File: config.mk
export PLATFORM = sky130hd
export DESIGN_NAME = dmae_channel
export DESIGN_NICKNAME = d
export VERILOG_FILES = /design/src/rtl/dmae_pkg.sv /design/src/rtl/dmae_addr_gen.sv /design/src/rtl/dmae_cost_timer.sv /design/src/rtl/dmae_channel.sv
export SDC_FILE = /design/constraint.sdc
export NUM_CORES = 1
export LEC_CHECK = 0
export BUFFER_PORTS_ARGS = -buffer_cell sky130_fd_sc_hd__buf_2
export CAP_MARGIN = 30
export CORE_AREA = 4 4 139 141
export CTS_BUF_LIST = sky130_fd_sc_hd__clkbuf_4 sky130_fd_sc_hd__clkbuf_8 sky130_fd_sc_hd__clkbuf_16
export CTS_CLUSTER_DIAMETER = 30
export DETAILED_ROUTE_END_ITERATION = 16
export DIE_AREA = 0 0 143 145
export HOLD_SLACK_MARGIN = 0.08
export PLACE_DENSITY = 0.76
export SETUP_SLACK_MARGIN = 0.2
export SYNTH_ARGS = -nofsm -noshare
export SYNTH_HDL_FRONTEND = slang
export SYNTH_SLANG_ARGS = --single-unit
File: constraint.sdc
create_clock -name clk -period 9 [get_ports clk]
set_input_delay 0.45 -clock clk [delete_from_list [all_inputs] [get_ports clk]]
set_output_delay 0.45 -clock clk [all_outputs]
set_load 0.005 [all_outputs]
File: src/rtl/dmae_pkg.sv
package dmae_pkg;
   typedef enum logic [2:0] {
      ST_IDLE,
      ST_WAIT,
      ST_MEM,
      ST_SEND,
      ST_RECV,
      ST_DONE
   } dmae_state_e;
endpackage

File: src/rtl/dmae_addr_gen.sv
module dmae_addr_gen #(
   parameter int AW        = 22,
   parameter int CNT_W     = 16,
   parameter int RAM_WORDS = 32'h80000
) (
   input  logic             clk,
   input  logic             rst_n,
   input  logic             load,
   input  logic             step,
   input  logic [AW-1:0]    base_wa,
   input  logic             base_rev,
   input  logic [CNT_W-1:0] base_len,
   input  logic             run_rev,
   input  logic [CNT_W-1:0] run_len,
   output logic [AW-1:0]    wa_q,
   output logic             fast_base,
   output logic             fast_next
);
   localparam int EW = AW + CNT_W + 1;

   logic [AW-1:0] wa_nxt;

   assign wa_nxt = run_rev ? wa_q - AW'(1) : wa_q + AW'(1);

   always_ff @(posedge clk) begin
      if (!rst_n)    wa_q <= '0;
      else if (load) wa_q <= base_wa;
      else if (step) wa_q <= wa_nxt;
   end

   generate
      if (RAM_WORDS == 0) begin : g_no_fast
         assign fast_base = 1'b0;
         assign fast_next = 1'b0;
      end else begin : g_fast
         logic [EW-1:0] end_base, end_next;
         assign end_base  = EW'(base_wa) + EW'(base_len);
         assign end_next  = EW'(wa_nxt) + EW'(run_len);
         assign fast_base = !base_rev && (end_base <= EW'(RAM_WORDS));
         assign fast_next = !run_rev && (end_next <= EW'(RAM_WORDS));
      end
   endgenerate
endmodule

File: src/rtl/dmae_cost_timer.sv
module dmae_cost_timer #(
   parameter int SLOW_WAIT = 6
) (
   input  logic clk,
   input  logic rst_n,
   input  logic load_req,
   input  logic fast,
   input  logic row_start,
   output logic skip,
   output logic wait_last
);
   localparam int MAXV = (SLOW_WAIT > 1) ? SLOW_WAIT : 1;
   localparam int CW   = $clog2(MAXV + 1);

   logic [CW-1:0] load_val, cnt_q;

   generate
      if (SLOW_WAIT == 0) begin : g_free_slow
         assign load_val = (fast && row_start) ? CW'(1) : '0;
      end else begin : g_paid_slow
         assign load_val = fast ? (row_start ? CW'(1) : '0) : CW'(SLOW_WAIT);
      end
   endgenerate

   assign skip      = (load_val == '0);
   assign wait_last = (cnt_q == CW'(1));

   always_ff @(posedge clk) begin
      if (!rst_n)                cnt_q <= '0;
      else if (load_req && !skip) cnt_q <= load_val;
      else if (cnt_q != '0)      cnt_q <= cnt_q - CW'(1);
   end
endmodule

File: src/rtl/dmae_channel.sv
module dmae_channel
   import dmae_pkg::*;
#(
   parameter int ADDR_W    = 24,
   parameter int DATA_W    = 32,
   parameter int CNT_W     = 16,
   parameter int RAM_BYTES = 32'h200000,
   parameter int ROW_WORDS = 16,
   parameter int SLOW_WAIT = 6
) (
   input  logic              clk,
   input  logic              rst_n,
   input  logic [ADDR_W-1:0] cfg_base,
   input  logic [CNT_W-1:0]  cfg_words,
   input  logic [CNT_W-1:0]  cfg_blocks,
   input  logic              cfg_block_mode,
   input  logic              cfg_to_dev,
   input  logic              cfg_reverse,
   input  logic              go,
   input  logic              dev_req,
   output logic              trig_pending,
   output logic              busy,
   output logic              done,
   output logic              ram_en,
   output logic              ram_we,
   output logic [ADDR_W-3:0] ram_addr,
   output logic [DATA_W-1:0] ram_wdata,
   input  logic [DATA_W-1:0] ram_rdata,
   output logic              tx_valid,
   output logic [DATA_W-1:0] tx_data,
   input  logic              tx_ready,
   input  logic              rx_valid,
   input  logic [DATA_W-1:0] rx_data,
   output logic              rx_ready
);
   localparam int AW        = ADDR_W - 2;
   localparam int ROW_W     = $clog2(ROW_WORDS);
   localparam int RAM_WORDS = RAM_BYTES / 4;

   generate
      if (ADDR_W < 4) begin : g_bad_addr
         $error("dmae_channel: ADDR_W must be at least 4");
      end
      if (ROW_WORDS < 2 || (ROW_WORDS & (ROW_WORDS - 1)) != 0) begin : g_bad_row
         $error("dmae_channel: ROW_WORDS must be a power of two >= 2");
      end
      if (RAM_BYTES % 4 != 0) begin : g_bad_ram
         $error("dmae_channel: RAM_BYTES must be word aligned");
      end
   endgenerate

   dmae_state_e       state_q, state_d;
   logic              trig_q, mode_q, to_dev_q, rev_q, fast_q;
   logic [CNT_W-1:0]  bs_q, word_left_q, blk_left_q;
   logic [ROW_W-1:0]  grp_q, grp_inc;
   logic [DATA_W-1:0] hold_q;
   logic [AW-1:0]     wa_q;
   logic              fast_base, fast_next;
   logic              tx_hs, rx_hs, word_done, last_word, more_blk;
   logic              start_go, zero_cfg, new_burst, dir, enter_acc;
   logic              tmr_fast, tmr_row0, acc_skip, wait_last;
   logic              unused_lo;

   assign unused_lo = ^cfg_base[1:0];

   dmae_addr_gen #(.AW(AW), .CNT_W(CNT_W), .RAM_WORDS(RAM_WORDS)) u_addr (
      .clk       (clk),
      .rst_n     (rst_n),
      .load      (start_go),
      .step      (word_done),
      .base_wa   (cfg_base[ADDR_W-1:2]),
      .base_rev  (cfg_reverse),
      .base_len  (cfg_words),
      .run_rev   (rev_q),
      .run_len   (bs_q),
      .wa_q      (wa_q),
      .fast_base (fast_base),
      .fast_next (fast_next)
   );

   dmae_cost_timer #(.SLOW_WAIT(SLOW_WAIT)) u_cost (
      .clk       (clk),
      .rst_n     (rst_n),
      .load_req  (enter_acc),
      .fast      (tmr_fast),
      .row_start (tmr_row0),
      .skip      (acc_skip),
      .wait_last (wait_last)
   );

   always_comb begin
      tx_hs     = (state_q == ST_SEND) && tx_ready;
      rx_hs     = (state_q == ST_RECV) && rx_valid;
      word_done = to_dev_q ? tx_hs : (state_q == ST_MEM);
      last_word = (word_left_q == CNT_W'(1));
      more_blk  = mode_q && (blk_left_q > CNT_W'(1)) && dev_req;
      start_go  = (state_q == ST_IDLE) && trig_q;
      zero_cfg  = (cfg_words == '0) || (cfg_block_mode && (cfg_blocks == '0));
      new_burst = (start_go && !zero_cfg) || (word_done && last_word && more_blk);
      dir       = start_go ? cfg_to_dev : to_dev_q;
      enter_acc = (new_burst && dir) || (word_done && !last_word && to_dev_q) || rx_hs;
      grp_inc   = grp_q + ROW_W'(1);
      tmr_fast  = new_burst ? (start_go ? fast_base : fast_next) : fast_q;
      tmr_row0  = new_burst ? 1'b1 : (rx_hs ? (grp_q == '0) : (grp_inc == '0));

      state_d = state_q;
      case (state_q)
         ST_IDLE: if (start_go) begin
            if (zero_cfg)       state_d = ST_DONE;
            else if (enter_acc) state_d = acc_skip ? ST_MEM : ST_WAIT;
            else                state_d = ST_RECV;
         end
         ST_WAIT: if (wait_last) state_d = ST_MEM;
         ST_MEM: begin
            if (to_dev_q)                    state_d = ST_SEND;
            else if (last_word && !more_blk) state_d = ST_DONE;
            else                             state_d = ST_RECV;
         end
         ST_SEND: if (tx_ready) begin
            if (enter_acc) state_d = acc_skip ? ST_MEM : ST_WAIT;
            else           state_d = ST_DONE;
         end
         ST_RECV: if (rx_valid) state_d = acc_skip ? ST_MEM : ST_WAIT;
         ST_DONE: state_d = ST_IDLE;
         default: state_d = ST_IDLE;
      endcase
   end

   always_ff @(posedge clk) begin
      if (!rst_n) begin
         state_q     <= ST_IDLE;
         trig_q      <= 1'b0;
         mode_q      <= 1'b0;
         to_dev_q    <= 1'b0;
         rev_q       <= 1'b0;
         fast_q      <= 1'b0;
         bs_q        <= '0;
         word_left_q <= '0;
         blk_left_q  <= '0;
         grp_q       <= '0;
         hold_q      <= '0;
      end else begin
         state_q <= state_d;
         if (start_go)                         trig_q <= 1'b0;
         else if (go && state_q == ST_IDLE)    trig_q <= 1'b1;
         if (start_go) begin
            mode_q     <= cfg_block_mode;
            to_dev_q   <= cfg_to_dev;
            rev_q      <= cfg_reverse;
            bs_q       <= cfg_words;
            blk_left_q <= cfg_block_mode ? cfg_blocks : CNT_W'(1);
         end else if (word_done && last_word && more_blk) begin
            blk_left_q <= blk_left_q - CNT_W'(1);
         end
         if (new_burst) begin
            word_left_q <= start_go ? cfg_words : bs_q;
            grp_q       <= '0;
            fast_q      <= tmr_fast;
         end else if (word_done) begin
            word_left_q <= word_left_q - CNT_W'(1);
            grp_q       <= grp_inc;
         end
         if (state_q == ST_MEM && to_dev_q) hold_q <= ram_rdata;
         else if (rx_hs)                    hold_q <= rx_data;
      end
   end

   assign trig_pending = trig_q;
   assign busy         = (state_q != ST_IDLE);
   assign done         = (state_q == ST_DONE);
   assign ram_en       = (state_q == ST_MEM);
   assign ram_we       = ram_en && !to_dev_q;
   assign ram_addr     = wa_q;
   assign ram_wdata    = hold_q;
   assign tx_valid     = (state_q == ST_SEND);
   assign tx_data      = hold_q;
   assign rx_ready     = (state_q == ST_RECV);
endmodule

# --- Word level (Yosys, flattened, before mapping) ---
# Index checks and enable logic that the tools add are counted.
word_totals:
  inputBits: 129
  wordCells: 114
  reg_bits: 117
  out_inout_bits: 93
classes:
  bitwise_logic: 1
  n_lt_le_gt_ge: 3
  n_addsub: 8
  n_mux: 32
  eq_ne: 11
  reduce_logical: 46
ops:
  columns: ["operator", "count"]
  rows:
  - ["16-bit 2-to-1 mux", 6]
  - ["39-bit by 20-bit <= comparator with 1-bit output (second input constant)", 2]
  - ["22-bit 2-to-1 mux", 3]
  - ["32-bit 2-to-1 mux", 2]
  - ["22-bit by 16-bit adder with 23-bit output", 2]
  - ["3-bit 2-to-1 mux", 11]
  - ["16-bit logical NOT", 2]
  - ["16-bit by 1-bit subtractor with 16-bit output (second input constant)", 2]
  - ["22-bit by 1-bit adder with 22-bit output (second input constant)", 1]
  - ["22-bit by 1-bit subtractor with 22-bit output (second input constant)", 1]
  - ["1-bit logical AND", 19]
  - ["16-bit by 1-bit equality test with 1-bit output (second input constant)", 1]
  - ["16-bit by 1-bit > comparator with 1-bit output (second input constant)", 1]
  - ["3-bit case mux with 5 select lines", 1]
  - ["2-bit nonzero test", 5]
  - ["4-bit logical NOT", 2]
  - ["1-bit 2-to-1 mux", 8]
  - ["1-bit logical NOT", 7]
  - ["3-bit by 1-bit equality test with 1-bit output (second input constant)", 2]
  - ["3-bit by 2-bit equality test with 1-bit output (second input constant)", 2]
  - ["3-bit equality test (second input constant)", 2]
  - ["3-bit logical NOT", 2]
  - ["3-bit nonzero test", 2]
  - ["4-bit by 1-bit adder with 4-bit output (second input constant)", 1]
  - ["other kinds (8)", 14]

# --- Depth between registers and ports, before layout ---
# Gate-level depths: netlist of run 1.
depth:
  ltp_word: 15
  ltp_mapped: 21
  ltp_nobuf: 21

# --- By module ---
# From an unflattened synthesis of run 1, not the netlist that was laid out.
unflattened:
  cells_unflattened: 1176
  area_unflattened_um2: 9043.7
modules_own_cells:
  columns: ["mod", "n_inst", "cells_per_inst", "seq_area_each_um2", "area_per_inst_um2"]
  rows:
  - ["dmae_channel", 1, 637, 1841.8, 4973.5]
  - ["dmae_addr_gen", 1, 516, 440.4, 3856.2]
  - ["dmae_cost_timer", 1, 23, 60.1, 214.0]

# --- Least setup slack after synthesis of run 1 ---
# No wires, ideal clock.
synth_timing:
  kind: "reg2reg"
  startpoint: "register rev_q"
  endpoint: "register u_cost.cnt_q[0]"
  path_stages_with_launch: 20
  setup_time_ps: 79
  path_buffers: 0
  arrival_ps: 4828
  setup_slack_ps: 4092
  required_ps: 8921
  period_less_slack_ps: 4908
  cell_sequence: "dfxtp_1 > ha_1 > and2_1 > o21ai_0 > nand3_1 > a21o_1 > a31o_2 > a21o_1 > a21oi_1 > xnor2_1 > ha_1 > o21a_1 > a221o_1 > a21o_1 > a21oi_1 > nand4b_1 > a31o_2 > o41a_1 > o211a_2 > a211oi_2"
synth_between:
  elab_chain_cells: 11
  elab_cells_between_ends: 13
  cone_classes: "add/sub (1); order compare (1); mux (5); reduce/logical (6)"
synth_lines:
  columns: ["element", "line", "rtl"]
  rows:
  - ["start: declaration", "dmae_channel.sv:53", "logic trig_q, mode_q, to_dev_q, rev_q, fast_q;"]
  - ["start signal: assignment", "dmae_channel.sv:149", "rev_q <= cfg_reverse;"]
  - ["22-bit 2-to-1 mux", "dmae_addr_gen.sv:23", "assign wa_nxt = run_rev ? wa_q - AW'(1) : wa_q + AW'(1);"]
  - ["22-bit by 16-bit adder with 23-bit output", "dmae_addr_gen.sv:38", "assign end_next = EW'(wa_nxt) + EW'(run_len);"]
  - ["39-bit by 20-bit <= comparator with 1-bit output", "dmae_addr_gen.sv:40", "assign fast_next = !run_rev && (end_next <= EW'(RAM_WORDS));"]
  - ["1-bit logical AND *", "dmae_addr_gen.sv:40", null]
  - ["1-bit 2-to-1 mux * (2 in series)", "dmae_channel.sv:103", "tmr_fast = new_burst ? (start_go ? fast_base : fast_next) : fast_q;"]
  - ["3-bit 2-to-1 mux *", "dmae_cost_timer.sv:21", "assign load_val = fast ? (row_start ? CW'(1) : '0) : CW'(SLOW_WAIT);"]
  - ["3-bit logical NOT", "dmae_cost_timer.sv:25", "assign skip = (load_val == '0);"]
  - ["1-bit logical NOT", "dmae_cost_timer.sv:30", "else if (load_req && !skip) cnt_q <= load_val;"]
  - ["1-bit logical AND", "dmae_cost_timer.sv:30", null]
  - ["3-bit 2-to-1 mux or 2-bit nonzero test (tied branches)", null, null]
  - ["end signal: assignment", "dmae_cost_timer.sv:30", null]
  - ["end signal: assignment", "dmae_cost_timer.sv:31", "else if (cnt_q != '0) cnt_q <= cnt_q - CW'(1);"]
  - ["end: declaration", "dmae_cost_timer.sv:15", "logic [CW-1:0] load_val, cnt_q;"]
# Every way passes the cells marked *; elsewhere a longest branch is shown, timed or not.
# A chain may end at the register's enable or synchronous reset.

# --- Worst setup path in the final report of run 1 ---
# Ends and elaborated chain as after synthesis.

==> results of run 1 <==
## power by group through the flow
stage	sequential [mW]	combinational (mW)	clock (mW)
3_3_place_gp	0.753	1.34	0
5_1_grt	0.764	1.57	0.764
6_report	0.750	1.40	0.729
3_5_place_dp	0.756	1.37	0
2_1_floorplan	0.733	1.04	0
4_1_cts	0.747	1.39	0.738
## stage by stage
| stage | util (%) | instance area [µm²] | std cells | power, mW | worst slack, ns |
|---|---|---|---|---|---|
| floorplan | - | 8980 | 1167 | 1.77 | 4.09 |
| global placement | 55.6 | 9990 | 1538 | 2.09 | 3.70 |
| detailed placement | 56.0 | 10100 | 1541 | 2.13 | 3.65 |
| CTS | 59.5 | 10700 | 1572 | 2.87 | 3.59 |
| global route | 59.5 | 10700 | 1572 | 3.10 | 3.18 |
| finish | 59.5 | 10700 | 1572 | 2.88 | 3.46 |
## layout make-up
| class | instances | area, µm² | share of cell area [%] |
|---|---|---|---|
| repair buffers | 230 | 1230 | 11.5 |
| flip-flops and latches | 117 | 2340 | 21.9 |
| well taps | 229 | 287 | 2.68 |
| clock buffers | 17 | 425 | 3.98 |
| multi-input cells | 926 | 6060 | 56.7 |
| inverters | 39 | 148 | 1.38 |
| clock inverters | 14 | 201 | 1.88 |
## sequential cells by signal, summed over array words and instances, names as in the netlist, named ones only
| signal | cells |
|---|---|
| ram_wdata | 32 |
| u_addr.wa_q | 22 |
| blk_left_q | 16 |
| bs_q | 16 |
| word_left_q | 16 |
| grp_q | 4 |
| state_q | 3 |
| u_cost.cnt_q | 3 |
| mode_q | 1 |
| rev_q | 1 |
| to_dev_q | 1 |
| trig_pending | 1 |
## cell usage after synthesis, types with 8 or more instances
library cell and n:
buf_4 32, a211oi_1 45, nor2_1 141, a21oi_1 105
or3_1 8, nor4_1 14, a22oi_1 19, o21ai_0 55
nand3_1 28, nor3_1 33, xor2_1 24, clkbuf_1 48
a21o_1 16, inv_1 37, o21ai_1 10, xnor2_1 27
nand2_1 107, nand2b_1 9, dfxtp_1 117, and3_1 8
nand4_1 10, o211ai_1 12, ha_1 62, nor2b_1 8
mux2i_1 50, a31oi_1 9
## critical path, cell delays in order (launching register included)
cell and delay (ns):
dfxtp_1 0.30, buf_4 0.30, inv_1 0.19, fa_1 0.45, nor2b_1 0.20, o2111ai_1 0.21, nand3_1 0.22, a21o_1 0.17
a31o_2 0.18, xor2_1 0.28, ha_1 0.40, a21oi_1 0.30, o211ai_1 0.14, a221o_1 0.33, a21o_1 0.19, a21oi_1 0.24
nand4b_1 0.13, a31o_2 0.28, o41a_1 0.45, o211a_2 0.29, a211oi_2 0.20
## path summary, 6_finish.rpt
| path | from | to | depth (start not counted) |
|---|---|---|---|
| setup / recovery | rev_q | u_cost.cnt_q[0] | 20 |
| hold / removal | go | trig_pending | 3 |
| setup reg to reg | rev_q | u_cost.cnt_q[0] | 20 |
| hold reg to reg | mode_q | mode_q | 2 |
## metal layers
metal	vias up	part of all wire [%]
li1	4616	-
met5	-	0
met4	0	2.8
met1	4410	44
met3	67	7.5
met2	364	46
## cells by family after synthesis
logic type / after synthesis / synth area share [%]
AOI/OAI and AO/OA: 347 / 25.5
muxes: 50 / 5.57
and+or+nand+nor: 413 / 22.0
DFF: 117 / 26.1
xor gates and xnor gates: 51 / 4.98
buffers and inverters: 124 / 6.54
adders and majority gates: 65 / 9.31
==> impl_metrics.py, run 1 <==
metrics = {
    "placement": {
        "gp_congestion": 1.01,
        "dpl.hpwl_um": 21900,
        "portBuffers": 219,
    },
    "die": {
        "rows": 49,
        "ios": 222,
        "die_h_um": 145,
        "die_area_mm2": 0.0207,
        "initial_core_util_pct": 50.0,
        "die_width_um": 143,
        "fp.coreArea_mm2": 0.0180,
    },
    "timing": {
        "fmax_mhz": 180,
        "post-route-min-period_ns": 5.54,
        "min_period_over_period_pct": 61.6,
        "hold_slack_ns": 0.296,
        "rsz0062_at_grt": "false",
        "worstMarginPinSlew_ns": 1.09,
        "skew_ns": 0.00985,
        "finalHoldViolCount": 0,
        "fin_tns_setup_ns": 0,
        "slew_headroom_pct": 27.4,
        "setup_viol_count_final": 0,
        "report.final.slew_viol_count": 0,
    },
    "synth": {
        "syn_area_per_cell_um2": 7.69,
        "synth-main-ff-cell": "dfxtp_1",
        "synth_area_mm2": 0.00898,
        "synth_edf_count": 0,
        "synth_cell_types": 77,
        "synthCells": 1167,
        "async_flop_share_pct": 0,
        "yosysSeqAreaShare_pct": 26.1,
        "syn_nets": 1361,
        "yosys_warnings": 0,
        "ys_top_cells_by_area": "dfxtp_1 (26%), ha_1 (8.6%), nor2_1 (5.9%), a21oi_1 (5.9%), mux2i_1 (5.6%)",
        "synth_seq_cells": 117,
        "netlist.area_leader.share_pct": 26.1,
        "yosysTopAreaCell": "dfxtp_1",
    },
    "drt": {
        "drcViolationCount": 0,
        "avgRoutedWirePerCell_um": 18.6,
        "vias_per_cell": 6.02,
        "num_vias": 9457,
        "ant_nets": 0,
        "dr.pass1.iters": 5,
        "dr.first_iter.drc_count": 772,
        "wl_um": 29200,
    },
    "run_status": {
        "status": "completed",
    },
    "global_route": {
        "overflow": 0,
        "met1_usage_pct": 36.7,
        "grt_pass1_wl_um": 46500,
        "grt_util_met3_pct": 6.42,
        "antenna_found_initial": 0,
        "met2_usage_pct": 43.4,
        "grt_max_degree": 77,
        "first_global_vias": 8917,
        "grt-busiest-layer": "met2",
        "grt_usage_pct": 27.4,
    },
    "cts": {
        "clockRootBuffer": "clkbuf_16",
        "cts_made_buffers": 17,
        "clock-sinks": 117,
        "post_cts_buffers": 0,
        "post_cts_resized": 0,
        "clk_pin_slew_ns": 0.06,
        "h-tree-depth": 4,
        "cts_hold_buf": 0,
        "cts_tree": "done",
        "clkLatencyLatePin_ns": 0.42,
        "cts_buffer_depth": 2,
    },
    "worst_hold_path": {
        "hold_path_class": "primary input to register",
    },
    "cells_and_area": {
        "fill_cells": 1614,
        "n_antenna_cell": 0,
        "num-nets-final": 1525,
        "area_growth_pct": 19.1,
        "layout-drive-gt1-share_pct": 20.9,
        "final_cell_mix": "buf_2 (219), nor2_1 (141), dfxtp_1 (117), nand2_1 (106), a21oi_1 (104)",
        "final_common_cell": "buf_2",
    },
    "worst_setup_path": {
        "end_kind": "register",
        "worstSetupStartpointType": "register",
        "path_class": "register to register",
        "arrival_ns": 5.88,
        "worstPathMaxFanout": 23,
        "crit_required_ns": 9.34,
        "r2r_slack_ns": 3.46,
    },
    "pwr": {
        "switching_power_mw": 1.22,
        "combinationalPowerShare_pct": 48.7,
        "switching_share_pct": 42.3,
        "powerDensity_mw_per_mm2": 270,
        "p_clk_share_pct": 25.3,
        "leakage_nw": 4.76,
        "vdd_ir_drop_max_mv": 0.155,
        "internal_power_mw": 1.66,
        "seqPwrFrac_pct": 26.0,
    },
    "job": {
        "cap_violations": 0,
    },
}
Note: power is estimated with default switching activity, not from simulation.
==> inputs of run 2 (changes only) <==
clock period = 5.1 ns   (was 9 ns; I/O delays follow)
==> impl_metrics.py, run 2 (synthesis gave the netlist of run 1 again) <==
metrics = {
    "cts": {
        "cts_tree": "done",
        "clk_pin_slew_ns": 0.06,
        "h-tree-depth": 4,
        "cts_made_buffers": 17,
        "clkLatencyLatePin_ns": 0.42,
        "clockRootBuffer": "clkbuf_16",
        "cts_hold_buf": 0,
        "clock-sinks": 117,
        "cts_buffer_depth": 2,
    },
    "pwr": {
        "internal_power_mw": 3.04,
        "switching_share_pct": 41.8,
        "combinationalPowerShare_pct": 48.7,
        "leakage_nw": 4.85,
        "seqPwrFrac_pct": 25.6,
        "fin_total_pwr_mw": 5.23,
        "p_clk_share_pct": 25.7,
        "powerDensity_mw_per_mm2": 478,
        "vdd_ir_drop_max_mv": 0.344,
        "switching_power_mw": 2.19,
    },
    "run_status": {
        "status": "completed",
    },
    "timing": {
        "skew_ns": 0.0154,
        "post-route-min-period_ns": 4.72,
        "finalHoldViolCount": 0,
        "slew_headroom_pct": 42.9,
        "worstMarginPinSlew_ns": 0.857,
        "rsz0062_at_grt": "false",
        "fin_tns_setup_ns": 0,
        "setup_viol_count_final": 0,
        "report.final.slew_viol_count": 0,
        "min_period_over_period_pct": 92.5,
        "fmax_mhz": 212,
        "hold_slack_ns": 0.102,
    },
    "worst_setup_path": {
        "worstSetupStartpointType": "register",
        "path_class": "register to register",
        "critPathTopFamily": "compound AO/OA/AOI/OAI gates",
        "end_kind": "register",
        "critPathMaxStageDelay_ns": 0.46,
        "path_cells": "buf_4 -> inv_4 -> fa_2 -> nor2b_4 -> o2111ai_4 -> nand3_2 -> a21o_1 -> a31o_2 -> a21o_1 -> a21oi_2 -> xnor2_1 -> ha_1 -> o21a_1 -> a221o_1 -> a21o_1 -> a21oi_2 -> nand4b_1 -> a31o_2 -> o41a_1 -> o211a_4 -> a211oi_2",
        "worstPathMaxFanout": 6,
        "rr_worst_depth": 21,
        "critPathSlowestCell": "o41a_1",
        "crit_path_frequent_cell": "a21o_1",
        "path_buf_inv": 2,
        "cp_num_cells": 21,
        "crit_required_ns": 5.44,
        "arrival_ns": 5.05,
    },
    "placement": {
        "portBuffers": 219,
        "place_area_mm2": 0.0101,
        "gp_congestion": 0.992,
        "dpl.hpwl_um": 22100,
    },
    "drt": {
        "wl_um": 29300,
        "drcViolationCount": 0,
        "num_vias": 9418,
        "ant_nets": 0,
        "dr.pass1.iters": 5,
        "dr.first_iter.drc_count": 532,
        "avgRoutedWirePerCell_um": 18.5,
        "vias_per_cell": 5.95,
    },
    "die": {
        "die_area_mm2": 0.0207,
        "die_width_um": 143,
        "die_h_um": 145,
        "initial_core_util_pct": 50.0,
        "rows": 49,
        "fp.coreArea_mm2": 0.0180,
        "ios": 222,
    },
    "cells_and_area": {
        "num-nets-final": 1535,
        "final_cell_mix": "buf_2 (219), nor2_1 (141), dfxtp_1 (115), nand2_1 (105), a21oi_1 (99)",
        "area_growth_pct": 21.7,
        "fin_area_mm2": 0.0109,
        "largest_reg_flops": 32,
        "n_antenna_cell": 0,
        "layout-drive-gt1-share_pct": 23.3,
        "fill_cells": 1668,
        "final_util_pct": 60.8,
        "final_common_cell": "buf_2",
    },
    "global_route": {
        "grt_pass1_wl_um": 45800,
        "antenna_found_initial": 0,
        "overflow": 0,
        "grt_max_degree": 79,
        "grt_usage_pct": 27.0,
        "first_global_vias": 8729,
    },
    "job": {
        "cap_violations": 0,
    },
    "worst_hold_path": {
        "hold_depth": 3,
        "hold_path_class": "primary input to register",
    },
}
[run 2: cell types whose count changed in the layout (fill, tap and decap cells not counted), sizes merged]
| cell | previous run | this run |
|---|---|---|
| bufinv | 4 | 5 |
| buf | 230 | 240 |
[run 2: metrics by stage]
| step | worst slack, ns | cells |
|---|---|---|
| floorplan | 0.412 | 1167 |
| global placement | 0.172 | 1541 |
| detailed placement | 0.108 | 1544 |
| CTS | 0.209 | 1576 |
| global route | 0.164 | 1583 |
| finish | 0.384 | 1583 |
[run 2: final timing paths]
| path | startpoint | end | slack, ns |
|---|---|---|---|
| max reg2reg | rev_q | u_cost.cnt_q[0] | 0.38 |
| min reg2reg | mode_q | mode_q | 0.47 |
| min | cfg_to_dev | to_dev_q | 0.10 |
| max | rev_q | u_cost.cnt_q[0] | 0.38 |
[run 2: what timing repair did]
action	CTS	global route
pin swaps	1	14
gates resized for setup	5	33
buffers inserted	0	7
setup endpoints to repair	4	4
[run 2: power groups by stage]
stage          clock, mW  combinational [mW]  sequential [mW]
2_1_floorplan          0                1.83             1.29
3_3_place_gp           0                2.38             1.33
3_5_place_dp           0                2.43             1.34
4_1_cts             1.35                2.45             1.33
5_1_grt             1.40                2.82             1.36
6_report            1.34                2.55             1.34
[run 2: cell type report]
cell class	count	area (µm²)	share of cell area, %
Clock inverter	15	228	2.08
Timing Repair Buffer	240	1290	11.8
Sequential cell	117	2350	21.5
Tap cell	229	287	2.62
Clock buffer	17	425	3.89
Multi-Input combinational cell	926	6200	56.7
Inverter	39	150	1.37
[run 2: metal layers]
metal,vias up,wire (µm),track usage [%]
li1,4612,-,-
met1,4442,12700,36.1
met2,319,13700,43.9
met3,45,2130,6.42
met4,0,659,6.65
met5,-,0,0
[run 2: worst register-to-register path: stages (launching register included)]
cell	delay (ns)
dfxtp_4	0.37
buf_4	0.17
inv_4	0.07
fa_2	0.23
nor2b_4	0.06
o2111ai_4	0.22
nand3_2	0.11
a21o_1	0.19
a31o_2	0.26
a21o_1	0.19
a21oi_2	0.15
xnor2_1	0.16
ha_1	0.30
o21a_1	0.12
a221o_1	0.34
a21o_1	0.20
a21oi_2	0.16
nand4b_1	0.14
a31o_2	0.27
o41a_1	0.46
o211a_4	0.27
a211oi_2	0.19
